<file path="config.mk">
export PLATFORM = sky130hd
export DESIGN_NAME = bayer_dpc_clamp
export DESIGN_NICKNAME = d
export VERILOG_FILES = /design/src/rtl/bayer_dpc_clamp.sv
export SDC_FILE = /design/constraint.sdc
export NUM_CORES = 1
export LEC_CHECK = 0
export ABC_CLOCK_PERIOD_IN_PS = 6350
export CORE_MARGIN = 4
export CORE_UTILIZATION = 40
export DETAILED_ROUTE_END_ITERATION = 10
export DONT_BUFFER_PORTS = 1
export PLACE_DENSITY = 0.61
export SLEW_MARGIN = 10
export SYNTH_ARGS = -nofsm -noshare
export SYNTH_HDL_FRONTEND = slang
export SYNTH_SLANG_ARGS = --single-unit
</file>
<file path="constraint.sdc">
create_clock -name clk -period 6.35 [get_ports clk]
set_clock_uncertainty 0.1 [all_clocks]
set_input_delay 0.9525 -clock clk [delete_from_list [all_inputs] [get_ports clk]]
set_output_delay 0.9525 -clock clk [all_outputs]
set_load 0.03 [all_outputs]
</file>
<file path="src/rtl/bayer_dpc_clamp.sv">
module bayer_dpc_clamp #(
  parameter int DW = 10
) (
  input  logic             clk,
  input  logic             rst_n,
  input  logic             in_valid,
  input  logic [25*DW-1:0] in_win,
  input  logic [1:0]       cfa_phase,
  input  logic             row_odd,
  input  logic             col_odd,
  input  logic [1:0]       sens,
  input  logic             bypass,
  output logic             out_valid,
  output logic [DW-1:0]    out_pix,
  output logic             flag_hi,
  output logic             flag_lo
);

  localparam int NN     = 8;
  localparam int LAYERS = 6;
  localparam int LAT    = LAYERS + 2;

  function automatic logic [DW-1:0] tap(input logic [25*DW-1:0] w, input int r, input int c);
    return w[(r*5+c)*DW +: DW];
  endfunction

  function automatic logic [NN*DW-1:0] net_layer(input logic [NN*DW-1:0] v, input int l);
    logic [DW-1:0] a [NN];
    logic [DW-1:0] t;
    logic [5:0]    pr [4];
    int            n;
    logic [NN*DW-1:0] r;
    for (int i = 0; i < NN; i++) a[i] = v[i*DW +: DW];
    for (int p = 0; p < 4; p++) pr[p] = '0;
    n = 0;
    case (l)
      0: begin pr[0] = {3'd0,3'd1}; pr[1] = {3'd2,3'd3}; pr[2] = {3'd4,3'd5}; pr[3] = {3'd6,3'd7}; n = 4; end
      1: begin pr[0] = {3'd0,3'd2}; pr[1] = {3'd1,3'd3}; pr[2] = {3'd4,3'd6}; pr[3] = {3'd5,3'd7}; n = 4; end
      2: begin pr[0] = {3'd1,3'd2}; pr[1] = {3'd5,3'd6}; n = 2; end
      3: begin pr[0] = {3'd0,3'd4}; pr[1] = {3'd1,3'd5}; pr[2] = {3'd2,3'd6}; pr[3] = {3'd3,3'd7}; n = 4; end
      4: begin pr[0] = {3'd2,3'd4}; pr[1] = {3'd3,3'd5}; n = 2; end
      default: begin pr[0] = {3'd1,3'd2}; pr[1] = {3'd3,3'd4}; pr[2] = {3'd5,3'd6}; n = 3; end
    endcase
    for (int p = 0; p < 4; p++) begin
      if (p < n && a[pr[p][5:3]] > a[pr[p][2:0]]) begin
        t = a[pr[p][5:3]];
        a[pr[p][5:3]] = a[pr[p][2:0]];
        a[pr[p][2:0]] = t;
      end
    end
    for (int i = 0; i < NN; i++) r[i*DW +: DW] = a[i];
    return r;
  endfunction

  wire green = row_odd ^ col_odd ^ cfa_phase[1] ^ cfa_phase[0];
  wire unused_taps = ^in_win;

  logic [NN*DW-1:0] pick;
  always_comb begin
    if (green)
      pick = {tap(in_win,1,1), tap(in_win,1,3), tap(in_win,3,1), tap(in_win,3,3),
              tap(in_win,0,2), tap(in_win,2,0), tap(in_win,2,4), tap(in_win,4,2)};
    else
      pick = {tap(in_win,0,0), tap(in_win,0,4), tap(in_win,4,0), tap(in_win,4,4),
              tap(in_win,0,2), tap(in_win,2,0), tap(in_win,2,4), tap(in_win,4,2)};
  end

  logic [NN*DW-1:0] stg [LAYERS+1];
  logic [DW-1:0]    ctr [LAYERS+1];
  logic [1:0]       sn  [LAYERS+1];
  logic             byp [LAYERS+1];
  logic             vld [LAYERS+1];

  always_ff @(posedge clk or negedge rst_n) begin
    if (!rst_n) begin
      for (int l = 0; l <= LAYERS; l++) vld[l] <= 1'b0;
    end else begin
      vld[0] <= in_valid;
      for (int l = 0; l < LAYERS; l++) vld[l+1] <= vld[l];
    end
  end

  always_ff @(posedge clk) begin
    stg[0] <= pick;
    ctr[0] <= tap(in_win, 2, 2);
    sn[0]  <= sens;
    byp[0] <= bypass;
    for (int l = 0; l < LAYERS; l++) begin
      stg[l+1] <= net_layer(stg[l], l);
      ctr[l+1] <= ctr[l];
      sn[l+1]  <= sn[l];
      byp[l+1] <= byp[l];
    end
  end

  wire [2:0]    lo_i  = {1'b0, sn[LAYERS]};
  wire [2:0]    hi_i  = 3'd7 - lo_i;
  wire [DW-1:0] lo_b  = stg[LAYERS][lo_i*DW +: DW];
  wire [DW-1:0] hi_b  = stg[LAYERS][hi_i*DW +: DW];
  wire [DW-1:0] c_fin = ctr[LAYERS];

  always_ff @(posedge clk or negedge rst_n) begin
    if (!rst_n) begin
      out_valid <= 1'b0;
      out_pix   <= '0;
      flag_hi   <= 1'b0;
      flag_lo   <= 1'b0;
    end else begin
      out_valid <= vld[LAYERS];
      out_pix   <= c_fin;
      flag_hi   <= 1'b0;
      flag_lo   <= 1'b0;
      if (!byp[LAYERS]) begin
        if (c_fin < lo_b) begin
          out_pix <= lo_b;
          flag_lo <= vld[LAYERS];
        end else if (c_fin > hi_b) begin
          out_pix <= hi_b;
          flag_hi <= vld[LAYERS];
        end
      end
    end
  end

  initial if (LAT != 8) $error("pipeline depth must stay 8");

endmodule

</file>
==> results.sh <==
export IMPL_status="finished, final reports clean"
export IMPL_nFillCells=5317
export IMPL_yosys_area_share_simple_pct=2.750
export IMPL_postSynthAreaPerCell_sq_um=12.61
export IMPL_regArea_sq_um=13530
export IMPL_post_drt_wl_per_cell_um=17.24
export IMPL_hp_class="register to register"
export IMPL_grt_max_degree=41
export IMPL_yosysSeqAreaShare_pct=55.19
export IMPL_critPathTopFamily="compound AO/OA/AOI/OAI gates"
export IMPL_dieArea_sq_um=65330
export IMPL_cp_data_arrival_time_ps=3940
export IMPL_avgViaCountPerCell=4.802
export IMPL_drtPass1Iterations=5
export IMPL_clk_pin_slew_worst_paths_ps=60
export IMPL_vdd_drop_max_mv=0.2852
export IMPL_grt_use_total_pct=14.85
export IMPL_ys_warn_count=0
export IMPL_startpoint="sn[6][1]$_DFF_P_"
export IMPL_dp_hpwl_mm=36.79
export IMPL_cp_start_kind="register"
export IMPL_clk_path_buf_depth=3
export IMPL_synthesis_nets=2413
export IMPL_crit_type="register to register"
export IMPL_dieHeight_um=255.6
export IMPL_htreeDepth=3
export IMPL_endpoint_kind="register"
export IMPL_die_w_um=255.6
export IMPL_p_leak_nw=12.50
export IMPL_area_growth_synth_to_final_pct=13.60
export IMPL_cp_slowest_cell="a31oi_2"
export IMPL_reg2reg_from="sn[6][1]$_DFF_P_"
export IMPL_worstPathMaxFanout=30
export IMPL_place_area_sq_um=25370
export IMPL_drt_wl_total_mm=48.58
export IMPL_synth_edf_count=0
export IMPL_yosysTopAreaCell="dfxtp_1"
export IMPL_postRouteAntennaNets=0
export IMPL_reg2reg_depth=9
export IMPL_place_ws_ps=2758
export IMPL_final_common_cell="dfxtp_1"
export IMPL_power_total_mw=17.05
export IMPL_ys_ff_latch=671
export IMPL_timing_final_ws_setup_ps=2754
export IMPL_critPathBufInv=1
export IMPL_drc=0
export IMPL_cpPeakStageDelay_ps=500
export IMPL_final_cell_mix="651 x dfxtp_1, 429 x mux2_2, 224 x inv_1, 209 x ha_1, 71 x clkbuf_16"
export IMPL_grt_pass1_wl_mm=77.13
export IMPL_ios=273
export IMPL_port_buffers=0
export IMPL_synth_compound_area_share_pct=5.751
export IMPL_post_route_period_util_pct=56.63
export IMPL_num_vias=13530
export IMPL_ys_async_sr_fraction_pct=2.981
export IMPL_hold_start="stg[2][72]$_DFF_P_"
export IMPL_routabilityCongestion=0.8331
export IMPL_clock_latency_ps=600
export IMPL_worst_pin_slew_ps=897.4
export IMPL_post_cts_buffers=0
export IMPL_layout_drive_gt1_share_pct=28.94
export IMPL_synth_top_family_by_area="multiplexers"
export IMPL_max_cap_violations=0
export IMPL_grt_overflow_total=0
export IMPL_setup_violations=0
export IMPL_rows=90
export IMPL_cts_root_buffer="clkbuf_16"
export IMPL_synthTopCellsByArea="dfxtp_1 53%, mux2_2 20%, ha_1 11%"
export IMPL_period_needed_ps=3596
export IMPL_multi_input_area_sq_um=9920
export IMPL_synth_xor_xnor_area_share_pct=0.1072
export IMPL_cts_buffers=70
export IMPL_ctsResizeCount=0
export IMPL_postLayoutCellArea_sq_um=27860
export IMPL_setup_tns_ps=0
export IMPL_fmaxAchievable_ghz=0.2781
export IMPL_tritoncts="yes"
export IMPL_required_ps=6690
export IMPL_netlist_area_sq_um=24520
export IMPL_crit_chain="buf_4 > mux2_2 > o21ai_0 > ha_1 > nor4_1 > o41a_1 > o21a_1 > a31oi_2 > a222oi_1"
export IMPL_synth_top_area_share_pct=53.15
export IMPL_final_util_pct=46.06
export IMPL_fp_coreArea_sq_um=60470
export IMPL_path_depth=9
export IMPL_synth_mux_area_share_pct=21.07
export IMPL_maxSlewHeadroom_pct=39.98
export IMPL_synthFlopType="dfxtp_1"
export IMPL_grt_pass1_vias=14320
export IMPL_antenna_found_initial=2
export IMPL_hold_violations=0
export IMPL_p_per_area_nw_per_um2=612.2
export IMPL_syn_instance_count=1944
export IMPL_rsz0062_at_grt="no"
export IMPL_start_util_pct=40.55
export IMPL_synth_cell_types=40
export IMPL_drtIter0Drc=548
export IMPL_clock_sinks=671
export IMPL_holdPathStages=0
export IMPL_nets=2448
export IMPL_timing_final_max_slew_violations=0
export IMPL_synthAdderAreaFrac_pct=10.66
-- cell families (layout without fill, tap and decap cells) --
kind of cell    count (synthesis)  after routing
flops                         671            671
xor+xnor                        3              3
compound gates                209            209
other cells                     0              1
simple gates                  127            127
buf+inv                       275            366
mux                           450            450
fa+ha+maj                     209            209
-- flip-flops by register name, indices dropped and copies added, names as in the netlist --
register,cells
stg,560
ctr,70
sn,14
out_pix,10
byp,7
vld,7
flag_hi,1
flag_lo,1
out_valid,1
-- per-layer routing --
layer  part of all wire [%]  global-route usage, %  vias up
li1                       -                      -     6811
met1                     46                  18.69     6420
met5                      0                      0        -
met3                    3.2                  2.810       75
met2                     48                  25.73      227
met4                    2.3                  4.952        0
-- what timing repair did --
item | CTS | global route
hold buffers | 1 | 0
setup endpoints to repair | 0 | 0
hold endpoints to repair | 20 | 0
-- per-stage QoR --
| stage | cells | hold WS, ps |
|---|---|---|
| floorplan | 1944 | 209.6 |
| global placement | 2688 | 210.1 |
| detailed placement | 2688 | 212.1 |
| CTS | 2817 | 216.6 |
| global route | 2817 | 225.6 |
| finish | 2818 | 220.2 |
-- area by class of cell --
| class | instances | area share (%) |
|---|---|---|
| antenna | 1 | 0.008984 |
| tap | 782 | 3.513 |
| clock buffer | 85 | 6.854 |
| clock inverter | 43 | 2.026 |
| multi-input combinational | 998 | 35.61 |
| inverter | 224 | 3.018 |
| sequential | 671 | 48.58 |
| timing repair buffer | 14 | 0.3863 |
-- report_power, final --
group	internal, mW	switching (mW)	total (mW)
registers	5.84	1.15	6.99
logic	3.23	2.59	5.82
clock network	2.58	1.67	4.25
-- synth_stat cells (8+ instances only) --
master	count
a211oi_1	10
a21o_1	45
a21oi_1	48
a222oi_1	9
a31o_2	9
buf_2	42
dfrtp_1	20
dfxtp_1	651
ha_1	209
inv_1	224
mux2_2	429
mux2i_1	11
mux4_2	10
nand2_1	24
nand3_1	8
nand4_1	40
nor2_1	22
nor2b_1	22
o211a_1	9
o21a_1	14
o21ai_0	42
-- path summary, 6_finish.rpt --
kind,to,slack (ps)
worst min register to register,stg[3][72]$_DFF_P_,220
max in group asynchronous,vld[1]$_DFF_PN0_,4780
min in group asynchronous,out_pix[2]$_DFF_PN0_,820
worst max-delay path,out_pix[9]$_DFF_PN0_,2750
worst min-delay path,stg[3][72]$_DFF_P_,220
worst max register to register,out_pix[9]$_DFF_PN0_,2750
Power figures use the tool's default switching activity.
